==> src/rtl/wbc_pkg.sv <==
package wbc_pkg;

  typedef enum logic [1:0] {
    WT_LOW  = 2'd0,
    WT_BAL  = 2'd1,
    WT_MHIT = 2'd2,
    WT_AHIT = 2'd3
  } wtype_e;

  typedef enum logic [1:0] {
    RK_NORMAL = 2'd0,
    RK_FENCE  = 2'd1,
    RK_ATOMIC = 2'd2,
    RK_RSVD   = 2'd3
  } rkind_e;

  function automatic logic is_ordering(input logic [1:0] kind);
    return (kind == RK_FENCE) || (kind == RK_ATOMIC);
  endfunction

endpackage

==> src/rtl/wbc_epoch.sv <==
module wbc_epoch #(
  parameter int EPOCH_CYCLES = 100000
) (
  input  logic clk,
  input  logic rst_n,
  output logic epoch_tick
);
  localparam int EW = (EPOCH_CYCLES > 1) ? $clog2(EPOCH_CYCLES) : 1;
  localparam logic [EW-1:0] LAST = EW'(EPOCH_CYCLES - 1);

  logic [EW-1:0] cnt_q, cnt_d;

  always_comb begin
    epoch_tick = (cnt_q == LAST);
    cnt_d      = epoch_tick ? '0 : cnt_q + 1'b1;
  end

  always_ff @(posedge clk or negedge rst_n) begin
    if (!rst_n) cnt_q <= '0;
    else        cnt_q <= cnt_d;
  end

  AST_EPOCH_BOUND: assert property (@(posedge clk) disable iff (!rst_n)
    cnt_q <= LAST);
  AST_EPOCH_WRAP: assert property (@(posedge clk) disable iff (!rst_n)
    epoch_tick |=> (cnt_q == '0));

endmodule

==> src/rtl/wbc_threshold.sv <==
module wbc_threshold #(
  parameter int BASE_LOW_PCT = 20,
  parameter int REF_MISS_PCT = 50,
  parameter int TH_STEP_PCT  = 5
) (
  input  logic       clk,
  input  logic       rst_n,
  input  logic [6:0] miss_pct,
  output logic [6:0] low_th
);
  localparam logic [7:0] BASE = 8'(BASE_LOW_PCT);
  localparam logic [7:0] REFM = 8'(REF_MISS_PCT);
  localparam logic [7:0] STEP = 8'(TH_STEP_PCT);

  logic [7:0] rise, steps, drop;

  always_comb begin
    rise   = ({1'b0, miss_pct} > REFM) ? ({1'b0, miss_pct} - REFM) : 8'd0;
    steps  = rise / STEP;
    drop   = 8'(steps * STEP);
    low_th = (drop >= BASE) ? 7'd0 : 7'(BASE - drop);
  end

  AST_TH_CEILING: assert property (@(posedge clk) disable iff (!rst_n)
    {1'b0, low_th} <= BASE);
  AST_TH_QUIET_BASE: assert property (@(posedge clk) disable iff (!rst_n)
    ({1'b0, miss_pct} <= REFM) |-> ({1'b0, low_th} == BASE));

endmodule

==> src/rtl/wbc_classify.sv <==
module wbc_classify import wbc_pkg::*; #(
  parameter int CNT_W    = 10,
  parameter int HIGH_PCT = 70
) (
  input  logic [CNT_W-1:0] hits,
  input  logic [CNT_W-1:0] accs,
  input  logic [6:0]       low_th,
  output logic [1:0]       cls
);
  localparam int PW = CNT_W + 8;

  logic [PW-1:0] hit_scaled, hi_bar, lo_bar;

  always_comb begin
    hit_scaled = PW'(hits) * PW'(100);
    hi_bar     = PW'(accs) * PW'(HIGH_PCT);
    lo_bar     = PW'(accs) * PW'(low_th);
    if (hits == accs)              cls = WT_AHIT;
    else if (hits == '0)           cls = WT_LOW;
    else if (hit_scaled >= hi_bar) cls = WT_MHIT;
    else if (hit_scaled <= lo_bar) cls = WT_LOW;
    else                           cls = WT_BAL;
  end

endmodule

==> src/rtl/wbc_stats.sv <==
module wbc_stats import wbc_pkg::*; #(
  parameter int NUM_WARPS   = 48,
  parameter int CNT_W       = 10,
  parameter int PROFILE_LEN = 30
) (
  input  logic                                              clk,
  input  logic                                              rst_n,
  input  logic                                              acc_valid,
  input  logic [((NUM_WARPS > 1) ? $clog2(NUM_WARPS) : 1)-1:0] acc_warp,
  input  logic                                              acc_hit,
  input  logic                                              epoch_tick,
  input  logic [1:0]                                        cls_in,
  output logic [CNT_W-1:0]                                  sel_hits_nx,
  output logic [CNT_W-1:0]                                  sel_acc_nx,
  output logic                                              sel_profiling,
  output logic [1:0]                                        sel_type,
  output logic                                              prof_done,
  output logic [2*NUM_WARPS-1:0]                            type_flat
);
  localparam int PROF_W = $clog2(PROFILE_LEN + 1);

  logic [CNT_W-1:0]  hits_q [NUM_WARPS];
  logic [CNT_W-1:0]  hits_d [NUM_WARPS];
  logic [CNT_W-1:0]  acc_q  [NUM_WARPS];
  logic [CNT_W-1:0]  acc_d  [NUM_WARPS];
  logic [PROF_W-1:0] pcnt_q [NUM_WARPS];
  logic [PROF_W-1:0] pcnt_d [NUM_WARPS];
  logic [1:0]        type_q [NUM_WARPS];
  logic [1:0]        type_d [NUM_WARPS];
  logic [NUM_WARPS-1:0] prof_q, prof_d;

  logic              sel_ok;
  logic [CNT_W-1:0]  cur_hits, cur_acc, acc_inc, hit_inc;
  logic [PROF_W-1:0] cur_pcnt, pcnt_inc;

  assign sel_ok = (int'(acc_warp) < NUM_WARPS);

  // selected-warp view and the counts this access would leave behind
  always_comb begin
    cur_hits      = sel_ok ? hits_q[acc_warp] : '0;
    cur_acc       = sel_ok ? acc_q[acc_warp]  : '0;
    cur_pcnt      = sel_ok ? pcnt_q[acc_warp] : '0;
    sel_profiling = sel_ok ? prof_q[acc_warp] : 1'b1;
    sel_type      = sel_ok ? type_q[acc_warp] : WT_BAL;
    acc_inc       = cur_acc + 1'b1;
    hit_inc       = cur_hits + CNT_W'(acc_hit);
    pcnt_inc      = cur_pcnt + 1'b1;
    if (acc_inc[CNT_W-1]) begin
      sel_acc_nx  = acc_inc >> 1;
      sel_hits_nx = hit_inc >> 1;
    end else begin
      sel_acc_nx  = acc_inc;
      sel_hits_nx = hit_inc;
    end
    prof_done = acc_valid && sel_ok && !epoch_tick && sel_profiling &&
                (pcnt_inc == PROF_W'(PROFILE_LEN));
  end

  // next state
  always_comb begin
    for (int w = 0; w < NUM_WARPS; w++) begin
      hits_d[w] = hits_q[w];
      acc_d[w]  = acc_q[w];
      pcnt_d[w] = pcnt_q[w];
      type_d[w] = type_q[w];
    end
    prof_d = prof_q;
    if (epoch_tick) begin
      for (int w = 0; w < NUM_WARPS; w++) begin
        hits_d[w] = '0;
        acc_d[w]  = '0;
        pcnt_d[w] = '0;
      end
      prof_d = '1;
      if (acc_valid && sel_ok) begin
        hits_d[acc_warp] = CNT_W'(acc_hit);
        acc_d[acc_warp]  = CNT_W'(1);
        pcnt_d[acc_warp] = PROF_W'(1);
      end
    end else if (acc_valid && sel_ok) begin
      hits_d[acc_warp] = sel_hits_nx;
      acc_d[acc_warp]  = sel_acc_nx;
      if (sel_profiling) pcnt_d[acc_warp] = pcnt_inc;
      if (prof_done) begin
        prof_d[acc_warp] = 1'b0;
        type_d[acc_warp] = cls_in;
      end
    end
  end

  always_ff @(posedge clk or negedge rst_n) begin
    if (!rst_n) begin
      for (int w = 0; w < NUM_WARPS; w++) begin
        hits_q[w] <= '0;
        acc_q[w]  <= '0;
        pcnt_q[w] <= '0;
        type_q[w] <= WT_BAL;
      end
      prof_q <= '1;
    end else begin
      for (int w = 0; w < NUM_WARPS; w++) begin
        hits_q[w] <= hits_d[w];
        acc_q[w]  <= acc_d[w];
        pcnt_q[w] <= pcnt_d[w];
        type_q[w] <= type_d[w];
      end
      prof_q <= prof_d;
    end
  end

  for (genvar g = 0; g < NUM_WARPS; g++) begin : g_flat
    assign type_flat[2*g +: 2] = type_q[g];
  end

  AST_NO_OVERFLOW: assert property (@(posedge clk) disable iff (!rst_n)
    sel_ok |-> !cur_acc[CNT_W-1]);
  AST_HITS_WITHIN_ACC: assert property (@(posedge clk) disable iff (!rst_n)
    sel_ok |-> (cur_hits <= cur_acc));
  AST_CLASS_HOLD: assert property (@(posedge clk) disable iff (!rst_n)
    !prof_done |=> $stable(type_flat));
  AST_PROFILE_REARM: assert property (@(posedge clk) disable iff (!rst_n)
    epoch_tick |=> (prof_q == '1));

endmodule

==> src/rtl/wbc_route.sv <==
module wbc_route import wbc_pkg::*; (
  input  logic       clk,
  input  logic       rst_n,
  input  logic       acc_valid,
  input  logic [1:0] acc_kind,
  input  logic       sel_profiling,
  input  logic [1:0] sel_type,
  output logic       to_dram,
  output logic       to_cache,
  output logic       no_alloc
);
  logic skip_warp, ordered;

  always_comb begin
    skip_warp = !sel_profiling && (sel_type == WT_LOW);
    ordered   = is_ordering(acc_kind);
    to_dram   = acc_valid && skip_warp && !ordered;
    to_cache  = acc_valid && !(skip_warp && !ordered);
    no_alloc  = acc_valid && skip_warp && ordered;
  end

  AST_ONE_DEST: assert property (@(posedge clk) disable iff (!rst_n)
    acc_valid |-> ($countones({to_dram, to_cache}) == 1));
  AST_IDLE_QUIET: assert property (@(posedge clk) disable iff (!rst_n)
    !acc_valid |-> !(to_dram || to_cache || no_alloc));
  AST_NOALLOC_LOOKS_UP: assert property (@(posedge clk) disable iff (!rst_n)
    no_alloc |-> to_cache);
  AST_PROFILE_NO_BYPASS: assert property (@(posedge clk) disable iff (!rst_n)
    sel_profiling |-> !to_dram);

endmodule

==> src/rtl/warp_bypass_classifier.sv <==
module warp_bypass_classifier import wbc_pkg::*; #(
  parameter int NUM_WARPS    = 48,
  parameter int CNT_W        = 10,
  parameter int PROFILE_LEN  = 30,
  parameter int EPOCH_CYCLES = 100000,
  parameter int HIGH_PCT     = 70,
  parameter int BASE_LOW_PCT = 20,
  parameter int REF_MISS_PCT = 50,
  parameter int TH_STEP_PCT  = 5,
  localparam int WID_W = (NUM_WARPS > 1) ? $clog2(NUM_WARPS) : 1
) (
  input  logic                   clk,
  input  logic                   rst_n,
  input  logic                   acc_valid,
  input  logic [WID_W-1:0]       acc_warp,
  input  logic                   acc_hit,
  input  logic [1:0]             acc_kind,
  input  logic [6:0]             miss_pct,
  output logic                   route_dram,
  output logic                   route_cache,
  output logic                   route_no_alloc,
  output logic [2*NUM_WARPS-1:0] warp_class
);
  logic [1:0]       rst_sync_q;
  logic             rst_ni;
  logic             epoch_tick;
  logic [6:0]       low_th;
  logic [CNT_W-1:0] sel_hits_nx, sel_acc_nx;
  logic             sel_profiling, prof_done;
  logic [1:0]       sel_type, cls;

  always_ff @(posedge clk or negedge rst_n) begin
    if (!rst_n) rst_sync_q <= 2'b00;
    else        rst_sync_q <= {rst_sync_q[0], 1'b1};
  end
  assign rst_ni = rst_sync_q[1];

  wbc_epoch #(.EPOCH_CYCLES(EPOCH_CYCLES)) u_epoch (
    .clk(clk), .rst_n(rst_ni), .epoch_tick(epoch_tick)
  );

  wbc_threshold #(
    .BASE_LOW_PCT(BASE_LOW_PCT), .REF_MISS_PCT(REF_MISS_PCT), .TH_STEP_PCT(TH_STEP_PCT)
  ) u_th (
    .clk(clk), .rst_n(rst_ni), .miss_pct(miss_pct), .low_th(low_th)
  );

  wbc_stats #(
    .NUM_WARPS(NUM_WARPS), .CNT_W(CNT_W), .PROFILE_LEN(PROFILE_LEN)
  ) u_stats (
    .clk(clk), .rst_n(rst_ni), .acc_valid(acc_valid), .acc_warp(acc_warp),
    .acc_hit(acc_hit), .epoch_tick(epoch_tick), .cls_in(cls),
    .sel_hits_nx(sel_hits_nx), .sel_acc_nx(sel_acc_nx),
    .sel_profiling(sel_profiling), .sel_type(sel_type),
    .prof_done(prof_done), .type_flat(warp_class)
  );

  wbc_classify #(.CNT_W(CNT_W), .HIGH_PCT(HIGH_PCT)) u_cls (
    .hits(sel_hits_nx), .accs(sel_acc_nx), .low_th(low_th), .cls(cls)
  );

  wbc_route u_route (
    .clk(clk), .rst_n(rst_ni), .acc_valid(acc_valid), .acc_kind(acc_kind),
    .sel_profiling(sel_profiling), .sel_type(sel_type),
    .to_dram(route_dram), .to_cache(route_cache), .no_alloc(route_no_alloc)
  );

  AST_CLASS_AT_WINDOW_END: assert property (@(posedge clk) disable iff (!rst_ni)
    prof_done |=> (warp_class[2*acc_warp_q +: 2] == cls_q));

  logic [WID_W-1:0] acc_warp_q;
  logic [1:0]       cls_q;
  always_ff @(posedge clk or negedge rst_ni) begin
    if (!rst_ni) begin
      acc_warp_q <= '0;
      cls_q      <= WT_BAL;
    end else if (prof_done) begin
      acc_warp_q <= acc_warp;
      cls_q      <= cls;
    end
  end

endmodule

==> config.mk <==
export PLATFORM = sky130hd
export DESIGN_NAME = warp_bypass_classifier
export DESIGN_NICKNAME = d
export VERILOG_FILES = /design/src/rtl/wbc_pkg.sv /design/src/rtl/wbc_epoch.sv /design/src/rtl/wbc_threshold.sv /design/src/rtl/wbc_classify.sv /design/src/rtl/wbc_stats.sv /design/src/rtl/wbc_route.sv /design/src/rtl/warp_bypass_classifier.sv
export SDC_FILE = /design/constraint.sdc
export NUM_CORES = 2
export LEC_CHECK = 0
export ABC_AREA = 1
export ABC_CLOCK_PERIOD_IN_PS = 38600
export BUFFER_PORTS_ARGS = -buffer_cell sky130_fd_sc_hd__buf_2
export CAP_MARGIN = 15
export CORE_MARGIN = 2
export CORE_UTILIZATION = 28
export CTS_BUF_LIST = sky130_fd_sc_hd__clkbuf_8
export DETAILED_ROUTE_END_ITERATION = 6
export GPL_TIMING_DRIVEN = 0
export PLACE_DENSITY = 0.4
export SETUP_SLACK_MARGIN = 0.4
export SYNTH_ARGS = -nofsm -noshare
export SYNTH_HDL_FRONTEND = slang
export SYNTH_SLANG_ARGS = --single-unit
export TNS_END_PERCENT = 10
==> constraint.sdc <==
create_clock -name clk -period 38.6 [get_ports clk]
set_input_delay 7.72 -clock clk [delete_from_list [all_inputs] [get_ports clk]]
set_output_delay 7.72 -clock clk [all_outputs]
set_load 0.005 [all_outputs]
==> flow_summary.ini <==
[yosys]
synth_cell_types = 61
ys_warn_count = 0
synth_top_area_share_pct = 45.9
syn_area_um2 = 66500
synth_commonest_cells = nand2_1, dfrtp_1, inv_1
synthArstFlopShare_pct = 100
yosysSeqAreaShare_pct = 49.7
synthTopCellsByArea = dfrtp_1, nand2_1, o22ai_1, inv_1, o21ai_0
syn_avg_cell_area_um2 = 8.12
ys_seq_elements = 1315
yosysTopAreaCell = dfrtp_1
ys.flop_type = dfrtp_1
synth_edf_count = 0
syn-instance-count = 8185
yosysMostFrequentCell = nand2_1

[finish]
fin_nets = 8859
area_growth_syn_to_layout_pct = 16.3
fin_util_pct = 32.8
post-route-cell-area_um2 = 77300
drive_above_1_share_pct = 9.93
stdcell_count = 12000

[sta]
post-route-period-util_pct = 55.8
skew_ps = 81.8
period_minus_slack_ps = 21530
finalWorstSetupSlack_ps = 17070
fmax_ghz = 0.0464
fin_setup_tns_ps = 0
hold_viol = 0
slew_violations = 0
finalSetupViolCount = 0
hold_slack_ps = 349
worst_slew_pin_slew_ps = 1400
rsz0062_at_grt = no
slew_headroom_pct = 6.35

[placed_design]
dp_cells = 11500
dpl.hpwl_um = 300000
place_area_um2 = 72000
portBuffers = 114
gp_congestion = 1.00
dp_slack_ps = 17460

[worst_setup_path]
path_common_cell = buf_2
crit_required_ps = 30880
cp_top_family = buffers and inverters
reg2reg_to = u_stats.type_flat[94]$_DFFE_PN1P_
slowest_delay_ps = 820
r2r_slack_ps = 28250
crit_start = acc_warp[0]
path_depth = 18
critPathKind = in -> out
cp_max_fo = 10
critPathCaptureType = output pin
critPathSlowestCell = buf_2
r2r-start = u_stats.acc_q[360]$_DFFE_PN0P_
reg2reg_depth = 56
crit_end = route_cache
critPathLaunchType = input port
critical_path.cell_chain = buf_6 > inv_4 > buf_2 > nand3_2 > buf_2 > buf_2 > buf_2 > o21ai_0 > o41ai_1 > nand2_1 > a211oi_2 > nand2_2 > inv_2 > nand4_1 > or2_2 > nand2_1 > inv_1 > buf_2
path_buf_inv = 9
worstPathArrival_ps = 13810

[clock_network]
cts_tree = yes
cts-htree-levels = 5
cts_buffers = 277
clkSlewWorstSetupHoldPaths_ps = 60
post-cts-setup-buffers = 0
clk-insertion-delay-late_ps = 1080
cts_buffer_depth = 4
post_cts_resized = 0
cts.sinks = 1315
clock-root-buffer = clkbuf_8
cts_hold_buf = 0

[global_route]
antenna_found_initial = 52
grt_pass1_wl_um = 537000
grt_usage_pct = 32.2
grt_pass1_vias = 63200
grt_max_degree = 68
overflow = 0

[routing]
first_pass_iters = 6
ant_nets = 0
via_count = 66200
drtIter0Drc = 8185
drcViolationCount = 0
wl_per_cell_um = 33.4
via_per_inst = 5.52
drt-total-wl_um = 400000

[job]
drv_cap = 0

[power]
p_leak_nw = 35.8
peakVddDrop_mv = 0.0426
power_density_nw_per_um2 = 43.8
finalPower_mw = 3.39

[status]
status = complete, no violations

[floorplanning]
fp.dieArea_um2 = 241000
coreArea_um2 = 236000
io_pins = 118
die-height_um = 491
die_x_um = 491
start_util_pct = 28.2
num_rows = 178

[worst_hold_path]
hp-class = reg -> async
-- per-layer routing --
layer	routed length [µm]	share of wire (%)	GRT usage, %
met3	37800	9.5	7.74
met5	319	0.080	0.714
met4	17100	4.3	12.7
met2	173000	43	48.2
met1	172000	43	44.6
-- cell usage in the layout, fill, tap and decap left out, types with 21 or more instances in the layout --
cell,synthesis,layout
nand2_1,2248,2248
dfrtp_1,1219,1218
inv_1,1065,1153
o22ai_1,780,780
o21ai_0,748,748
nor2_1,413,411
clkbuf_8,0,335
clkbuf_1,280,271
buf_2,121,240
nand3_1,231,231
ha_1,151,151
a21oi_1,135,135
dfstp_2,96,96
a22oi_1,76,76
o21ai_1,72,72
nand4_1,49,49
buf_1,49,45
fa_1,45,45
xor2_1,32,32
a31oi_1,29,29
inv_2,28,28
a221oi_1,28,28
buf_4,24,25
xnor2_1,23,23
buf_8,1,22
buf_16,0,22
buf_6,20,21
o2111ai_1,21,21
clkinv_1,21,21
-- worst min-delay path by stage --
stage                                 start                     endpoint  slack, ps  depth (start not counted)
floorplan           rst_sync_q[0]$_DFF_PN0_      rst_sync_q[1]$_DFF_PN0_        330                          0
global placement    rst_sync_q[0]$_DFF_PN0_      rst_sync_q[1]$_DFF_PN0_        340                          0
detailed placement  rst_sync_q[0]$_DFF_PN0_      rst_sync_q[1]$_DFF_PN0_        340                          0
CTS                 rst_sync_q[0]$_DFF_PN0_      rst_sync_q[1]$_DFF_PN0_        360                          0
global route        rst_sync_q[0]$_DFF_PN0_      rst_sync_q[1]$_DFF_PN0_        360                          0
finish              rst_sync_q[1]$_DFF_PN0_  u_epoch.cnt_q[16]$_DFF_PN0_        350                          0
-- power breakdown --
| group | switching [mW] | internal, mW | total, mW | leakage [nW] |
|---|---|---|---|---|
| combinational | 0.343 | 0.109 | 0.452 | 15.2 |
| clock | 0.690 | 0.793 | 1.48 | 3.02 |
| sequential | 0.0246 | 1.43 | 1.45 | 17.7 |
| total | 1.06 | 2.33 | 3.39 | 35.8 |
-- cell families after synthesis --
| kind of cell | after synthesis | synth area share, % |
|---|---|---|
| simple gates | 3012 | 18.0 |
| compound gates | 1992 | 17.6 |
| buf+inv | 1610 | 9.70 |
| flops | 1315 | 49.7 |
| fa+ha+maj | 196 | 4.20 |
| xor+xnor | 55 | 0.725 |
| mux | 3 | 0.0508 |
| other cells | 2 | 0.0113 |
-- worst reg2reg max path: cells and delay by family (launching register included) --
kind                       cells  cell delay (ps)
AOI/OAI and AO/OA              9             1420
and+or+nand+nor               26             3300
buffers and inverters         13             2070
adders and majority gates      7             2930
DFF                            1              460
xor gates and xnor gates       1              100
-- flip-flops by register name, summed over array words and instances, names as in the netlist --
register / flops
rst_sync_q: 2
u_stats.hits_q: 480
u_stats.pcnt_q: 240
u_epoch.cnt_q: 17
u_stats.prof_q: 48
u_stats.acc_q: 432
u_stats.type_flat: 96
-- area by class of cell --
type                    count  area, µm²
fillers                 25700     158000
flip-flops and latches   1315      33000
multi-input cells        5278      27100
clock buffers             335       4610
inverters                1115       4190
well taps                3150       3940
plain buffers             495       2280
repair buffers            162       1560
clock inverters           121        586
diodes                     11       27.5
No activity file was read; power rests on OpenSTA's default activity.
